<file path="src/rtl/lcd_por_pkg.sv">
package lcd_por_pkg;

  typedef enum logic [3:0] {
    ST_START,
    ST_CLEAR,
    ST_FUNC,
    ST_DISP,
    ST_ENTRY,
    ST_BIAS,
    ST_DIR,
    ST_WAIT,
    ST_DONE
  } seq_state_e;

  typedef struct packed {
    logic       disp_on;
    logic       cursor_on;
    logic       blink_on;
    logic       entry_inc;
    logic       entry_shift;
    logic       bus_8bit;
    logic       two_line;
    logic       ext_mode;
    logic [1:0] bias_sel;
    logic [1:0] com_rev;
    logic [1:0] seg_rev;
  } cfg_t;

  typedef struct packed {
    logic func;
    logic disp;
    logic entry;
    logic bias;
    logic dir;
  } cmd_hit_t;

  localparam logic [7:0] BLANK_CODE = 8'h20;

endpackage

</file>
<file path="src/rtl/lcd_rst_sync.sv">
module lcd_rst_sync #(
  parameter int STAGES = 2
) (
  input  logic clk,
  input  logic arst_n,
  output logic srst_n
);
  logic [STAGES-1:0] chain;

  generate
    if (STAGES == 1) begin : g_one
      always_ff @(posedge clk or negedge arst_n) begin
        if (!arst_n) chain <= '0;
        else         chain <= 1'b1;
      end
    end else begin : g_many
      always_ff @(posedge clk or negedge arst_n) begin
        if (!arst_n) chain <= '0;
        else         chain <= {chain[STAGES-2:0], 1'b1};
      end
    end
  endgenerate

  assign srst_n = chain[STAGES-1];
endmodule

</file>
<file path="src/rtl/lcd_por_fsm.sv">
module lcd_por_fsm
  import lcd_por_pkg::*;
#(
  parameter int HOLD_CYC  = 2000000,
  parameter int RAM_DEPTH = 80,
  localparam int ADDR_W   = $clog2(RAM_DEPTH),
  localparam int TMR_W    = $clog2(HOLD_CYC + 1)
) (
  input  logic              clk,
  input  logic              rst_n,
  output seq_state_e        state,
  output logic [ADDR_W-1:0] addr,
  output logic              busy
);
  localparam logic [TMR_W-1:0]  HOLD_LIM = TMR_W'(HOLD_CYC);
  localparam logic [ADDR_W-1:0] LAST_ADR = ADDR_W'(RAM_DEPTH - 1);

  logic [TMR_W-1:0] timer;
  logic             hold_done;

  assign hold_done = (timer >= HOLD_LIM);

  always_ff @(posedge clk or negedge rst_n) begin
    if (!rst_n) begin
      timer <= '0;
    end else if (!hold_done) begin
      timer <= timer + 1'b1;
    end
  end

  always_ff @(posedge clk or negedge rst_n) begin
    if (!rst_n) begin
      state <= ST_START;
      addr  <= '0;
    end else begin
      unique case (state)
        ST_START: state <= ST_CLEAR;
        ST_CLEAR: begin
          addr <= addr + 1'b1;
          if (addr == LAST_ADR) begin
            addr  <= '0;
            state <= ST_FUNC;
          end
        end
        ST_FUNC:  state <= ST_DISP;
        ST_DISP:  state <= ST_ENTRY;
        ST_ENTRY: state <= ST_BIAS;
        ST_BIAS:  state <= ST_DIR;
        ST_DIR:   state <= ST_WAIT;
        ST_WAIT:  if (hold_done) state <= ST_DONE;
        ST_DONE:  state <= ST_DONE;
        default:  state <= ST_START;
      endcase
    end
  end

  assign busy = (state != ST_DONE);
endmodule

</file>
<file path="src/rtl/lcd_cmd_decode.sv">
module lcd_cmd_decode
  import lcd_por_pkg::*;
(
  input  logic [7:0] code,
  input  logic       ext,
  output cmd_hit_t   hit
);
  always_comb begin
    hit       = '0;
    hit.func  = (code[7:5] == 3'b001);
    hit.disp  = (code[7:3] == 5'b00001);
    hit.entry = !ext && (code[7:2] == 6'b000001);
    hit.bias  = ext && (code[7:4] == 4'b0001);
    hit.dir   = ext && (code[7:4] == 4'b0100);
  end
endmodule

</file>
<file path="src/rtl/lcd_cfg_regs.sv">
module lcd_cfg_regs
  import lcd_por_pkg::*;
#(
  parameter int ADDR_W = 7
) (
  input  logic              clk,
  input  logic              rst_n,
  input  seq_state_e        state,
  input  logic [ADDR_W-1:0] addr,
  input  logic              wr_en,
  input  logic [7:0]        wr_code,
  output cfg_t              cfg
);
  cmd_hit_t hit;
  logic     first_blank;

  lcd_cmd_decode u_dec (
    .code (wr_code),
    .ext  (cfg.ext_mode),
    .hit  (hit)
  );

  assign first_blank = (state == ST_CLEAR) && (addr == '0);

  always_ff @(posedge clk or negedge rst_n) begin
    if (!rst_n) begin
      cfg <= '0;
    end else begin
      if (first_blank) cfg.entry_inc <= 1'b1;
      unique case (state)
        ST_FUNC: begin
          cfg.bus_8bit <= 1'b1;
          cfg.two_line <= 1'b1;
          cfg.ext_mode <= 1'b0;
        end
        ST_DISP: begin
          cfg.disp_on   <= 1'b0;
          cfg.cursor_on <= 1'b0;
          cfg.blink_on  <= 1'b0;
        end
        ST_ENTRY: begin
          cfg.entry_inc   <= 1'b1;
          cfg.entry_shift <= 1'b0;
        end
        ST_BIAS: cfg.bias_sel <= 2'b00;
        ST_DIR: begin
          cfg.com_rev <= 2'b00;
          cfg.seg_rev <= 2'b00;
        end
        ST_DONE: begin
          if (wr_en) begin
            if (hit.func) begin
              cfg.bus_8bit <= wr_code[4];
              cfg.two_line <= wr_code[3];
              cfg.ext_mode <= wr_code[2];
            end
            if (hit.disp) begin
              cfg.disp_on   <= wr_code[2];
              cfg.cursor_on <= wr_code[1];
              cfg.blink_on  <= wr_code[0];
            end
            if (hit.entry) begin
              cfg.entry_inc   <= wr_code[1];
              cfg.entry_shift <= wr_code[0];
            end
            if (hit.bias) cfg.bias_sel <= wr_code[3:2];
            if (hit.dir) begin
              cfg.com_rev <= wr_code[3:2];
              cfg.seg_rev <= wr_code[1:0];
            end
          end
        end
        default: ;
      endcase
    end
  end
endmodule

</file>
<file path="src/rtl/lcd_por_seq.sv">
module lcd_por_seq
  import lcd_por_pkg::*;
#(
  parameter int CLK_HZ      = 50000000,
  parameter int HOLD_MS     = 40,
  parameter int RAM_DEPTH   = 80,
  parameter int SYNC_STAGES = 2,
  localparam int ADDR_W     = $clog2(RAM_DEPTH)
) (
  input  logic              clk,
  input  logic              pwr_good,
  input  logic              hw_rst_n,
  input  logic              cmd_valid,
  output logic              cmd_ready,
  input  logic [7:0]        cmd_code,
  output logic              busy,
  output logic              disp_on,
  output logic              cursor_on,
  output logic              blink_on,
  output logic              entry_inc,
  output logic              entry_shift,
  output logic              bus_8bit,
  output logic              two_line,
  output logic              ext_mode,
  output logic [1:0]        bias_sel,
  output logic [1:0]        com_rev,
  output logic [1:0]        seg_rev,
  output logic              clr_we,
  output logic [ADDR_W-1:0] clr_addr,
  output logic [7:0]        clr_data
);
  localparam int HOLD_CYC = (CLK_HZ / 1000) * HOLD_MS;

  logic              seq_arst_n, seq_rst_n, cfg_rst_n;
  seq_state_e        state;
  logic [ADDR_W-1:0] addr;
  cfg_t              cfg;

  assign seq_arst_n = pwr_good & hw_rst_n;

  lcd_rst_sync #(.STAGES(SYNC_STAGES)) u_sync_seq (
    .clk    (clk),
    .arst_n (seq_arst_n),
    .srst_n (seq_rst_n)
  );

  lcd_rst_sync #(.STAGES(SYNC_STAGES)) u_sync_cfg (
    .clk    (clk),
    .arst_n (pwr_good),
    .srst_n (cfg_rst_n)
  );

  lcd_por_fsm #(.HOLD_CYC(HOLD_CYC), .RAM_DEPTH(RAM_DEPTH)) u_fsm (
    .clk   (clk),
    .rst_n (seq_rst_n),
    .state (state),
    .addr  (addr),
    .busy  (busy)
  );

  assign cmd_ready = !busy;

  lcd_cfg_regs #(.ADDR_W(ADDR_W)) u_cfg (
    .clk     (clk),
    .rst_n   (cfg_rst_n),
    .state   (state),
    .addr    (addr),
    .wr_en   (cmd_valid && cmd_ready),
    .wr_code (cmd_code),
    .cfg     (cfg)
  );

  assign clr_we   = (state == ST_CLEAR);
  assign clr_addr = addr;
  assign clr_data = BLANK_CODE;

  assign disp_on     = cfg.disp_on;
  assign cursor_on   = cfg.cursor_on;
  assign blink_on    = cfg.blink_on;
  assign entry_inc   = cfg.entry_inc;
  assign entry_shift = cfg.entry_shift;
  assign bus_8bit    = cfg.bus_8bit;
  assign two_line    = cfg.two_line;
  assign ext_mode    = cfg.ext_mode;
  assign bias_sel    = cfg.bias_sel;
  assign com_rev     = cfg.com_rev;
  assign seg_rev     = cfg.seg_rev;
endmodule

</file>
<file path="config.mk">
export PLATFORM = sky130hd
export DESIGN_NAME = lcd_por_seq
export DESIGN_NICKNAME = d
export VERILOG_FILES = /design/src/rtl/lcd_por_pkg.sv /design/src/rtl/lcd_rst_sync.sv /design/src/rtl/lcd_por_fsm.sv /design/src/rtl/lcd_cmd_decode.sv /design/src/rtl/lcd_cfg_regs.sv /design/src/rtl/lcd_por_seq.sv
export SDC_FILE = /design/constraint.sdc
export NUM_CORES = 1
export LEC_CHECK = 0
export ABC_AREA = 1
export BUFFER_PORTS_ARGS = -buffer_cell sky130_fd_sc_hd__buf_2
export CORE_MARGIN = 2
export CORE_UTILIZATION = 57
export CTS_CLUSTER_DIAMETER = 120
export DETAILED_ROUTE_END_ITERATION = 10
export GPL_TIMING_DRIVEN = 0
export PLACE_DENSITY = 0.8
export SLEW_MARGIN = 20
export SYNTH_ARGS = -nofsm -noshare
export SYNTH_HDL_FRONTEND = slang
export SYNTH_SLANG_ARGS = --single-unit
</file>
<file path="constraint.sdc">
create_clock -name clk -period 1.35 [get_ports clk]
set_clock_uncertainty 0.15 [all_clocks]
set_input_delay 0.0675 -clock clk [delete_from_list [all_inputs] [get_ports clk]]
set_output_delay 0.0675 -clock clk [all_outputs]
set_load 0.01 [all_outputs]
</file>
### Word level (Yosys, flattened, before mapping)

Index checks and enable logic that the tools add are counted.

* $add $sub $neg: 2
* $lt $le $gt $ge: 1
* eq/ne operators: 23
* multiplexer cells: 16
* bitwise operators: 1
* reduce and logical (&&, ||, !) cells: 20

Operator list (number)
* one-hot mux 4 bit (9 select lines): 1
* adder 21 x 1 -> 21 bit, second input constant: 1
* >= comparator 21 bit, second input constant: 1
* equality test 4 x 3 -> 1 bit, second input constant: 5
* != test 2 x 1 -> 1 bit, second input constant: 8
* AND reduction 3 bit: 5
* 2-to-1 mux 14 bit: 1
* 2-to-1 mux 4 bit: 3
* one-hot mux 3 bit (2 select lines): 2
* nonzero test 2 bit: 5
* equality test 4 x 1 -> 1 bit, second input constant: 2
* equality test 4 x 2 -> 1 bit, second input constant: 2
* one-hot mux 2 bit (2 select lines): 2
* one-hot mux 4 bit (2 select lines): 1
* adder 7 x 1 -> 7 bit, second input constant: 1
* equality test 7 bit, second input constant: 1
* zero test 7 bit: 1
* 2-to-1 mux 7 bit: 1
* equality test 6 x 1 -> 1 bit, second input constant: 1
* 2-to-1 mux 3 bit: 2
* equality test 5 x 1 -> 1 bit, second input constant: 1
* logical AND 1 bit: 5
* equality test 4 bit, second input constant: 1
* zero test 4 bit: 1
* 7 further kinds: 9

* register bits: 50
* input port bits: 12
* output and inout port bits: 32

### Longest topological paths before layout

* depth after elaboration: 6
* gate-level depth with buffers: 9
* depth with buffers taken out: 9

### Modules after synthesis

A second synthesis with hierarchy kept.

* cell total of the unflattened synthesis: 417
* area total of the unflattened synthesis: 2982.9 um^2

Modules (own cells, without submodules)
* lcd_por_fsm: times used 1, cells an instance 265, area an instance 1899.3 um^2
* lcd_cfg_regs: times used 1, cells an instance 108, area an instance 797.0 um^2
* lcd_por_seq: times used 1, cells an instance 21, area an instance 108.9 um^2
* lcd_rst_sync: times used 2, cells an instance 3, area an instance 53.8 um^2
* lcd_cmd_decode: times used 1, cells an instance 17, area an instance 70.1 um^2

### Worst setup path after synthesis

No wires, ideal clock.

* path type: reg-to-reg
* start: register u_fsm.timer[0]
* end: register u_fsm.timer[14]
* library setup time: 121 ps
* data arrival time: 1315 ps
* path slack: -236 ps
* cell stages (with the launch flop): 9
* period minus slack after synthesis: 1586 ps
* cell sequence: dfrtp_1 > ha_1 > inv_1 > nor2_4 > nand2_1 > o21ai_0 > nand2_1 > nand2_1 > o21ai_1

* cells in the longest elaborated chain, start to end: 1
* elaborated cells between the ends (all ways): 2
* classes of those cells: add/sub (1); order compare (1)

RTL lines
* start: declaration: line lcd_por_fsm.sv:18 `logic [TMR_W-1:0] timer;`
* start signal: assignment: line lcd_por_fsm.sv:27 `timer <= timer + 1'b1;`
* adder 21 x 1 -> 21 bit or >= comparator 21 bit (tied branches): line lcd_por_fsm.sv:27, lcd_por_fsm.sv:21

Several ways; a longest one is shown, not always the timed one.
A chain may end at the register's enable or synchronous reset.

### Final worst setup path

* start: register u_fsm.state[2]
* end: register, netlist name u_cfg.cfg[1]

* cells in the longest elaborated chain, start to end: 5
* elaborated cells between the ends (all ways): 10
* classes of those cells: eq/ne (5); mux (1); reduce/logical (4)

RTL lines
* start: declaration: line lcd_por_fsm.sv:11 `output seq_state_e state,`
* start signal: assignment: line lcd_por_fsm.sv:33 `state <= ST_START;`
* start signal: assignment: line lcd_por_fsm.sv:37 `ST_START: state <= ST_CLEAR;`
* start signal: assignment: line lcd_por_fsm.sv:42 `state <= ST_FUNC;`
* != test 4 bit: line lcd_por_fsm.sv:57 `assign busy = (state != ST_DONE);`
* zero test 1 bit: line lcd_por_seq.sv:61 `assign cmd_ready = !busy;`
* logical AND 1 bit: line lcd_por_seq.sv:68 `.wr_en (cmd_valid && cmd_ready),`
* != test 2 x 1 -> 1 bit (no source line)
* AND reduction 3 bit (no source line)

Several ways; a longest one is shown, not always the timed one.

==> results.json <==
{
  "min_period_ps": 1650,
  "power_density_nw_per_um2": 643,
  "ys_types": 31,
  "required_ps": 1440,
  "dr.pass1.iters": 5,
  "seq_area_um2": 1260,
  "final.period_utilization": 1.22,
  "grt_pass1_wl_um": 11900,
  "multi_input_area_um2": 1880,
  "via_per_inst": 5.74,
  "synth_top_family_by_area": "simple AND/OR/NAND/NOR gates",
  "setup_violations": 46,
  "status": "finished, violations left",
  "ir_drop_v": 0.000810,
  "finalNonFillerCells": 572,
  "clk_latency_ps": 330,
  "drc_errors": 0,
  "vias": 3286,
  "ys_warn_count": 0,
  "cap_violations": 0,
  "syn_avg_cell_area_um2": 7.38,
  "synth_seq_cells": 50,
  "synth-simple-area-share": 0.356,
  "port_buffers": 35,
  "switchingPower_w": 0.000643,
  "die_h_um": 75.9,
  "syn_inst": 399,
  "layout-drive-gt1-share": 0.440,
  "rr_worst_depth": 7,
  "final_nets": 517,
  "synth_fa_ha_area_frac": 0.0170,
  "dp.cells": 512,
  "cp-end-kind": "register",
  "comb_power_share": 0.034,
  "yosysMostFrequentCell": "nand2_1",
  "area_growth_pct": 45.9,
  "reg2reg_to": "u_cfg.cfg[1]$_DFFE_PN0P_",
  "critPathLaunchType": "register",
  "cp_slowest_stage_delay_ps": 430,
  "antennaDiodeCount": 0,
  "ys_seq_area_frac": 0.425,
  "timing.fmax_ghz": 0.607,
  "cts_buffers": 5,
  "worstSetupPathType": "reg -> reg",
  "p_sw_frac": 0.233,
  "synth_edf_count": 0,
  "synth_area_um2": 2940,
  "muxShareOfSynthArea": 0,
  "final.setup.worst_slack_ps": -297,
  "worst_slew_pin_slew_ps": 691,
  "r2r_start": "u_fsm.state[2]$_DFFE_PN0P_",
  "synth-main-ff-cell": "dfrtp_1",
  "p_int_w": 0.00212,
  "grt_max_degree": 33,
  "hold_viol": 0,
  "ant_nets": 0,
  "wl_per_cell_um": 17.0,
  "synth.area.top_cells": "dfrtp_1 42%, nand2_1 16%, nand3_1 6.3%",
  "p_leak_nw": 2.14,
  "gp_congestion": 0.902,
  "cpMaxStageDelayCell": "dfrtp_1",
  "grt_pass1_vias": 2684,
  "antenna_found_initial": 0,
  "synth_compound_gate_area_share": 0.0659,
  "synth.largest_area_cell": "dfrtp_1",
  "grt_setup_unrepaired": "true",
  "grt-ovfl-total": 0,
  "cts_tree": "yes",
  "grt_usage": 0.276,
  "maxSlewHeadroom": 0.539,
  "ctsLongestPathBuffers": 2,
  "report.final.slew_viol_count": 0,
  "rows": 26,
  "clock_sinks": 50,
  "endpoint": "u_cfg.cfg[1]$_DFFE_PN0P_",
  "synthXorXnorAreaFrac": 0.0416,
  "crit_path_cell_trace": "inv_2 -> nand2_4 -> nor2_8 -> nand2_4 -> o21ai_4 -> nand2_1 -> o21ai_1",
  "path_max_fanout": 8,
  "setup-tns-final_ps": -7490,
  "core_area_um2": 5040,
  "cp_common_cell": "nand2_4",
  "violations": "setup timing",
  "ys_top_cells_by_count": "128 x nand2_1, 50 x dfrtp_1, 48 x nor2_1, 42 x inv_1, 37 x nand3_1",
  "pwr-share-seq": 0.555,
  "routed_wl_um": 9740,
  "arrival_ps": 1730,
  "dp_slack_ps": -258,
  "hpwl_um": 4750,
  "n_fill_cell": 261,
  "worstSetupStartpoint": "u_fsm.state[2]$_DFFE_PN0P_",
  "clk_pin_slew_worst_paths_ps": 110,
  "start_util": 0.584,
  "die_w_um": 75.9,
  "async_flop_share": 1.00,
  "pin_count": 44,
  "root_buffer": "clkbuf_8",
  "synth_top_area_frac": 0.425,
  "hold_class": "in -> async",
  "dieArea_um2": 5760,
  "drt-initial-drc-count": 241,
  "r2r_slack_ps": -300,
  "p_clk_frac": 0.411,
  "h-tree-depth": 2
}
per-layer routing:
| layer | share of wire | vias up | track usage |
|---|---|---|---|
| li1 | - | 1450 | - |
| met1 | 0.34 | 1579 | 0.319 |
| met2 | 0.52 | 192 | 0.499 |
| met3 | 0.068 | 65 | 0.0516 |
| met4 | 0.063 | 0 | 0.109 |
| met5 | 0 | - | 0 |
registers in the layout (all words and copies together) (netlist names):
register	count
u_fsm.state	4
u_sync_seq.chain	2
u_fsm.addr	7
u_cfg.cfg	14
u_fsm.timer	21
u_sync_cfg.chain	2
power by group through the flow:
stage,Sequential [W],Clock [W],Combinational (W)
global placement,0.00156,0,0.0000652
floorplan,0.00156,0,0.0000402
finish,0.00153,0.00114,0.0000947
CTS,0.00153,0.00113,0.0000896
global route,0.00154,0.00121,0.000105
detailed placement,0.00156,0,0.0000655
worst min-delay path by stage:
stage | cells after the start | from | to | slack [ps]
finish | 4 | pwr_good | u_sync_seq.chain[0]$_DFF_PN0_ | 1
global route | 4 | pwr_good | u_sync_seq.chain[1]$_DFF_PN0_ | 40
CTS | 4 | pwr_good | u_sync_seq.chain[0]$_DFF_PN0_ | 10
detailed placement | 1 | pwr_good | u_sync_cfg.chain[1]$_DFF_PN0_ | -290
global placement | 1 | pwr_good | u_sync_cfg.chain[1]$_DFF_PN0_ | -290
floorplan | 0 | pwr_good | u_sync_cfg.chain[0]$_DFF_PN0_ | -380
placed cells by master (no fill, tap or decap), types with 4 or more instances in the layout:
cell / netlist / layout
o21ai_1: 12 / 10
nand3b_1: 4 / 4
nand2_1: 128 / 96
xor2_1: 12 / 10
o21ai_2: 2 / 10
nand3_1: 37 / 23
nor2_1: 48 / 26
nand3_2: 2 / 13
conb_1: 2 / 10
dfrtp_2: 0 / 10
inv_2: 3 / 10
nor2_4: 1 / 11
clkbuf_8: 0 / 5
nand2_2: 6 / 29
dlygate4sd3_1: 0 / 10
buf_2: 2 / 34
buf_4: 8 / 40
nor2_2: 2 / 14
o21ai_0: 13 / 5
buf_6: 1 / 10
nand2_4: 2 / 11
dfrtp_1: 50 / 40
inv_1: 42 / 33
kinds of logic after synthesis:
group           count (synthesis)
buf+inv                        58
xor+xnor                       14
other cells                     2
flops                          50
compound gates                 34
fa+ha+maj                       4
simple gates                  237
final cells by class:
type | count | share of cell area
Sequential cell | 50 | 0.294
Clock buffer | 5 | 0.0160
Clock inverter | 3 | 0.0114
Timing Repair Buffer | 86 | 0.151
Buffer | 13 | 0.0280
Tap cell | 70 | 0.0204
Inverter | 45 | 0.0405
Multi-Input combinational cell | 300 | 0.438
critical path, delay by kind of cell (launching register included):
kind | cells | cell delay (ps)
simple gates | 4 | 480
buf+inv | 1 | 100
flops | 1 | 430
compound gates | 2 | 380
metrics by stage:
| step | util | power (W) | hold WS, ps | cell area, um2 |
|---|---|---|---|---|
| after CTS | 0.754 | 0.00275 | 10.1 | 3800 |
| after global placement | 0.648 | 0.00163 | -291 | 3270 |
| after global routing | 0.852 | 0.00285 | 40.3 | 4300 |
| final | 0.852 | 0.00276 | 1.43 | 4300 |
| after detailed placement | 0.648 | 0.00163 | -290 | 3270 |
| after floorplan | - | 0.00160 | -378 | 3000 |
timing repair:
| action | CTS | global route |
|---|---|---|
| buffers inserted | 29 | 10 |
| hold buffers | 10 | 0 |
| endpoints found under the setup margin | 47 | 47 |
| cloned | 0 | 3 |
| hold endpoints to repair | 12 | 0 |
| resized for setup | 30 | 108 |
| pin swaps | 16 | 49 |
(Power assumes the default switching activity.)
